===== config.mk =====
export PLATFORM = sky130hd
export DESIGN_NAME = flsm_op_ctl
export DESIGN_NICKNAME = d
export VERILOG_FILES = /design/src/rtl/flsm_pkg.sv /design/src/rtl/flsm_op_ctl.sv
export SDC_FILE = /design/constraint.sdc
export NUM_CORES = 1
export LEC_CHECK = 0
export BUFFER_PORTS_ARGS = -buffer_cell sky130_fd_sc_hd__buf_4
export CAP_MARGIN = 20
export CORE_MARGIN = 3
export CORE_UTILIZATION = 25
export CTS_BUF_LIST = sky130_fd_sc_hd__clkbuf_4
export DETAILED_ROUTE_END_ITERATION = 8
export HOLD_SLACK_MARGIN = 0.08
export SLEW_MARGIN = 10
export SYNTH_ARGS = -nofsm -noshare
export SYNTH_HDL_FRONTEND = slang
export SYNTH_SLANG_ARGS = --single-unit

===== constraint.sdc =====
create_clock -name clk -period 3.7 [get_ports clk]
set_input_delay 0.74 -clock clk [delete_from_list [all_inputs] [get_ports clk]]
set_output_delay 0.74 -clock clk [all_outputs]
set_load 0.1 [all_outputs]

===== src/rtl/flsm_pkg.sv =====
package flsm_pkg;
  typedef enum logic [2:0] {
    OP_IDLE, OP_PROG, OP_WIN, OP_ERASE, OP_LOCKW, OP_ERR
  } op_t;

  typedef enum logic [2:0] {
    SQ_START, SQ_K1, SQ_K2, SQ_PADDR, SQ_E1, SQ_E2, SQ_E3
  } seq_t;

  localparam logic [7:0] CMD_KEY1  = 8'hAA;
  localparam logic [7:0] CMD_KEY2  = 8'h55;
  localparam logic [7:0] CMD_PROG  = 8'hA0;
  localparam logic [7:0] CMD_ERASE = 8'h80;
  localparam logic [7:0] CMD_SECT  = 8'h30;
  localparam logic [7:0] CMD_ALL   = 8'h10;
  localparam logic [7:0] CMD_RESET = 8'hF0;
endpackage


===== src/rtl/flsm_op_ctl.sv =====
module flsm_op_ctl
  import flsm_pkg::*;
#(
  parameter int ADDR_W    = 6,
  parameter int SECT_W    = 2,
  parameter int PROG_CYC  = 6,
  parameter int ERASE_CYC = 10,
  parameter int WIN_CYC   = 8,
  parameter int LOCK_CYC  = 7
) (
  input  logic                    clk,
  input  logic                    rst,
  input  logic                    wr,
  input  logic                    rd,
  input  logic [ADDR_W-1:0]       addr,
  input  logic [7:0]              wdata,
  input  logic                    prog_req,
  input  logic                    sect_req,
  input  logic                    bulk_req,
  input  logic [(1<<SECT_W)-1:0]  lock,
  input  logic [7:0]              cell_byte,
  output logic                    idle,
  output logic                    busy,
  output logic                    stat_mode,
  output logic [7:0]              status,
  output logic                    pg_we,
  output logic [ADDR_W-1:0]       pg_addr,
  output logic [7:0]              pg_data,
  output logic                    er_we,
  output logic [(1<<SECT_W)-1:0]  er_mask
);
  localparam int SECTORS = 1 << SECT_W;
  localparam int M1   = (PROG_CYC > ERASE_CYC) ? PROG_CYC : ERASE_CYC;
  localparam int M2   = (WIN_CYC > LOCK_CYC) ? WIN_CYC : LOCK_CYC;
  localparam int MAXC = (M1 > M2) ? M1 : M2;
  localparam int CW   = $clog2(MAXC + 1);

  function automatic logic [SECTORS-1:0] sec_bit(input logic [ADDR_W-1:0] a);
    return SECTORS'(1) << a[ADDR_W-1 -: SECT_W];
  endfunction

  op_t               st;
  logic [CW-1:0]     cnt;
  logic [SECTORS-1:0] sel, sel_in, eff;
  logic [ADDR_W-1:0] pa;
  logic [7:0]        pd;
  logic              tog, launch, conflict, last;

  assign last     = (cnt == '0);
  assign conflict = |(~cell_byte & pd);

  always_comb begin
    launch = 1'b0;
    sel_in = sel;
    if (st == OP_IDLE && bulk_req) begin
      launch = 1'b1;
      sel_in = '1;
    end else if (st == OP_WIN) begin
      if (wr && wdata == CMD_SECT) begin
        launch = 1'b1;
        sel_in = sel | sec_bit(addr);
      end else if (last) begin
        launch = 1'b1;
      end
    end
    eff = sel_in & ~lock;
  end

  always_ff @(posedge clk) begin
    if (rst) begin
      st <= OP_IDLE; cnt <= '0; sel <= '0; er_mask <= '0;
      pa <= '0; pd <= 8'hFF; tog <= 1'b0;
    end else begin
      if (rd && st != OP_IDLE) tog <= ~tog;
      if (launch) begin
        sel <= sel_in;
        if (|eff) begin
          st <= OP_ERASE; cnt <= CW'(ERASE_CYC - 1); er_mask <= eff;
        end else begin
          st <= OP_LOCKW; cnt <= CW'(LOCK_CYC - 1);
        end
      end else begin
        unique case (st)
          OP_IDLE: begin
            if (prog_req && !lock[addr[ADDR_W-1 -: SECT_W]]) begin
              st <= OP_PROG; cnt <= CW'(PROG_CYC - 1); pa <= addr; pd <= wdata;
            end else if (sect_req) begin
              st <= OP_WIN; cnt <= CW'(WIN_CYC - 1); sel <= sec_bit(addr);
            end
          end
          OP_PROG: begin
            if (last) st <= conflict ? OP_ERR : OP_IDLE;
            else      cnt <= cnt - 1'b1;
          end
          OP_WIN:   cnt <= cnt - 1'b1;
          OP_ERASE, OP_LOCKW: begin
            if (last) st <= OP_IDLE;
            else      cnt <= cnt - 1'b1;
          end
          OP_ERR:  if (wr && wdata == CMD_RESET) st <= OP_IDLE;
          default: st <= OP_IDLE;
        endcase
      end
    end
  end

  assign idle      = (st == OP_IDLE);
  assign busy      = (st != OP_IDLE) && (st != OP_ERR);
  assign stat_mode = (st != OP_IDLE);
  assign pg_we     = (st == OP_PROG) && last;
  assign er_we     = (st == OP_ERASE) && last;
  assign pg_addr   = pa;
  assign pg_data   = pd;
  assign status    = {((st == OP_PROG) || (st == OP_ERR)) ? ~pd[7] : 1'b0,
                      tog,
                      (st == OP_ERR),
                      1'b0,
                      ((st == OP_ERASE) || (st == OP_LOCKW)),
                      3'b000};

  logic [CW-1:0] prog_run;
  always_ff @(posedge clk) begin
    if (rst || st != OP_PROG) prog_run <= '0;
    else                      prog_run <= prog_run + 1'b1;
  end


  prog_len_chk: assert property (@(posedge clk) disable iff (rst)
    (st == OP_PROG && prog_run == CW'(PROG_CYC - 1)) |=> (st != OP_PROG));


  lock_prog_chk: assert property (@(posedge clk) disable iff (rst)
    (st == OP_IDLE && prog_req && lock[addr[ADDR_W-1 -: SECT_W]]) |=> (st == OP_IDLE));
endmodule


==> impl_metrics.toml <==
[status]
status = "completed"

[pwr]
p_leak_nw = 0.9793
power.total_mw = 1.860
power.density_nw_per_um2 = 813.3
peakVddDrop_mv = 0.2584

[clock_tree]
cts-root-buf = "clkbuf_4"
cts_buffers = 5
clk_pin_slew_ns = 0.09
worstSkewPairLatency_ns = 0.34
clock_sinks = 30
cts_tree = "done"
htreeDepth = 2
ctsHoldBuffers = 0
ctsResizeCount = 0
postCtsSetupRepairBufs = 0
clockBufferDepth = 2

[global_route]
gr-usage-met3 = 0.03005
grt_pass1_vias = 1518
grt_pass1_wl_um = 7859
grt_max_degree = 33
antenna_found_initial = 0
grtUsageMet2 = 0.1674
use_met1 = 0.1728
gr-total-overflow = 0
grt_usage = 0.1192
grt.busiest_layer = "met1"

[floorplan]
io_pins = 64
fp.coreArea_sq_um = 6604
die_x_um = 90.01
row_count = 29
die-area_sq_um = 8101
die_height_um = 90.01
start_util = 0.2671

[routing]
antenna_left = 0
firstDrtPassIters = 4
num_vias = 1675
drt-initial-drc-count = 114
drc = 0
routedWlPerCell_um = 13.69
viasPerCell = 4.679
drt_wl_total_um = 4901

[finish]
stdcell_count = 358
most-common-layout-cells = "buf_4, nor2_1, dfxtp_1"
regArea_sq_um = 600.6
fill_cells = 725
multi_input_area_sq_um = 1010
layout_commonest_cell = "buf_4"
drive_above_1_share = 0.3132
syn_to_final_growth_pct = 29.65
final_nets = 298
diodes = 0

[logic_synthesis]
synthesis.area_sq_um = 1764
netlist_instances = 212
syn_avg_cell_area_sq_um = 8.322
seq_area_frac_synth = 0.3404
synth_top_area_share = 0.3404
synth_top_cell_by_area = "dfxtp_1"
ys_top_cells_by_area = "dfxtp_1, nor2_1, a211o_1"
ys_ff_latch = 30
synthFlopType = "dfxtp_1"
synth_edf_count = 0
async_flop_share = 0
yosys_warnings = 0
synth_cell_types = 47

[setup_path]
r2r-end = "sel[0]"
cp-end-kind = "primary output"
r2r_cells = 6
cpMaxStageDelayCell = "nor3b_2"
crit_fanout = 6
timing.rr.start = "st[1]"
reg2reg_slack_ns = 1.38
crit_path_cell_trace = "inv_1 -> ha_1 -> nor3b_2 -> nor3b_2 -> buf_4"
critPathKind = "reg2out"
cpPeakStageDelay_ns = 0.37
crit_top_cell = "nor3b_2"
crit_buf_inv = 2
crit_required_ns = 2.96
cp-start-kind = "flip-flop"
arrival_ns = 1.83
crit_family = "simple AND/OR/NAND/NOR gates"

[timing]
hold_viol_final = 0
skew_ns = 0.01239
max_freq_mhz = 389.0
rsz0062_at_grt = "false"
period_needed_ns = 2.571
hold-worst-slack_ns = 0.4723
slew_headroom = 0.5607
tns_ns = 0
timing.final.crit_share = 0.6948
setup_viol = 0
worstMarginPinSlew_ns = 0.6518
slew_violations = 0

[placed_design]
gp_congestion = 0.8070
hpwlAfterDp_um = 3653
place_inst = 350
io_buffers = 59

[worst_hold_path]
hp-start = "er_mask[2]"
hp-class = "reg2reg"
holdPathEnd = "er_mask[2]"
hold_depth = 2

[flow_run]
cap_violations = 0
## sequential cells by signal, summed over array words and instances, names as in the netlist
signal   flops
pg_data      8
tog          1
er_mask      4
sel          4
cnt          4
st           3
pg_addr      6
## Yosys cell counts, types with 4 or more instances
library cell,n
clkbuf_1,6
o22ai_1,4
nand2_1,10
nor2b_1,5
buf_4,6
inv_1,14
dfxtp_1,30
nor3_1,7
mux2i_1,7
nand4_1,6
a21oi_1,10
a311oi_1,7
nand2b_1,4
nor2_1,39
nor4_1,6
a211o_1,8
## worst max path at each step
| stage | start | to | slack [ns] | depth (start not counted) |
|---|---|---|---|---|
| finish | cnt[0] | pg_we | 1.13 | 5 |
| CTS | cnt[0] | pg_we | 1.10 | 5 |
| detailed placement | wdata[0] | sel[2] | 0.95 | 7 |
| global route | cnt[0] | pg_we | 1.01 | 5 |
| floorplan | st[0] | pg_data[7] | 0.19 | 7 |
| global placement | wdata[0] | sel[3] | 1.00 | 7 |
## area by class of cell
cell class	count	area share
Timing Repair Buffer	60	0.1969
Clock inverter	2	0.003829
Inverter	15	0.02462
Clock buffer	6	0.01969
Tap cell	93	0.05088
Sequential cell	30	0.2626
Multi-Input combinational cell	152	0.4415
## metal layers
layer  up-vias  wire, um
li1        858         -
met4         0        74
met2        49      2067
met3         7       292
met1       761      2466
met5         -         0
## through the flow
step / instance area [sq um] / util / setup slack [ns]
2_1_floorplan: 1783 / - / 0.1929
3_3_place_gp: 2233 / 0.3382 / 1.002
3_5_place_dp: 2233 / 0.3382 / 0.9525
4_1_cts: 2287 / 0.3463 / 1.098
5_1_grt: 2287 / 0.3463 / 1.006
6_report: 2287 / 0.3463 / 1.129
## kinds of logic after synthesis
group           after synthesis  share of synthesized area
xor+xnor                      2                   0.009931
mux                           8                    0.05248
simple gates                 94                     0.2943
other cells                   1                   0.002126
buf+inv                      33                    0.09786
compound gates               43                     0.1958
flops                        30                     0.3404
fa+ha+maj                     1                   0.007091
## report_power, final
part	leakage [nW]	total (mW)	internal [mW]	switching (mW)
clock network	0.0331	0.202	0.0786	0.124
logic	0.700	1.17	0.336	0.837
registers	0.246	0.485	0.404	0.0804
total	0.979	1.86	0.819	1.04
## worst reg2reg max path: cells and delay by family, from the launching register on
family	cells	cell delay, ns
compound gates	1	0.32
flops	1	0.52
simple gates	5	1.38
No activity file was read; power rests on OpenSTA's default activity.
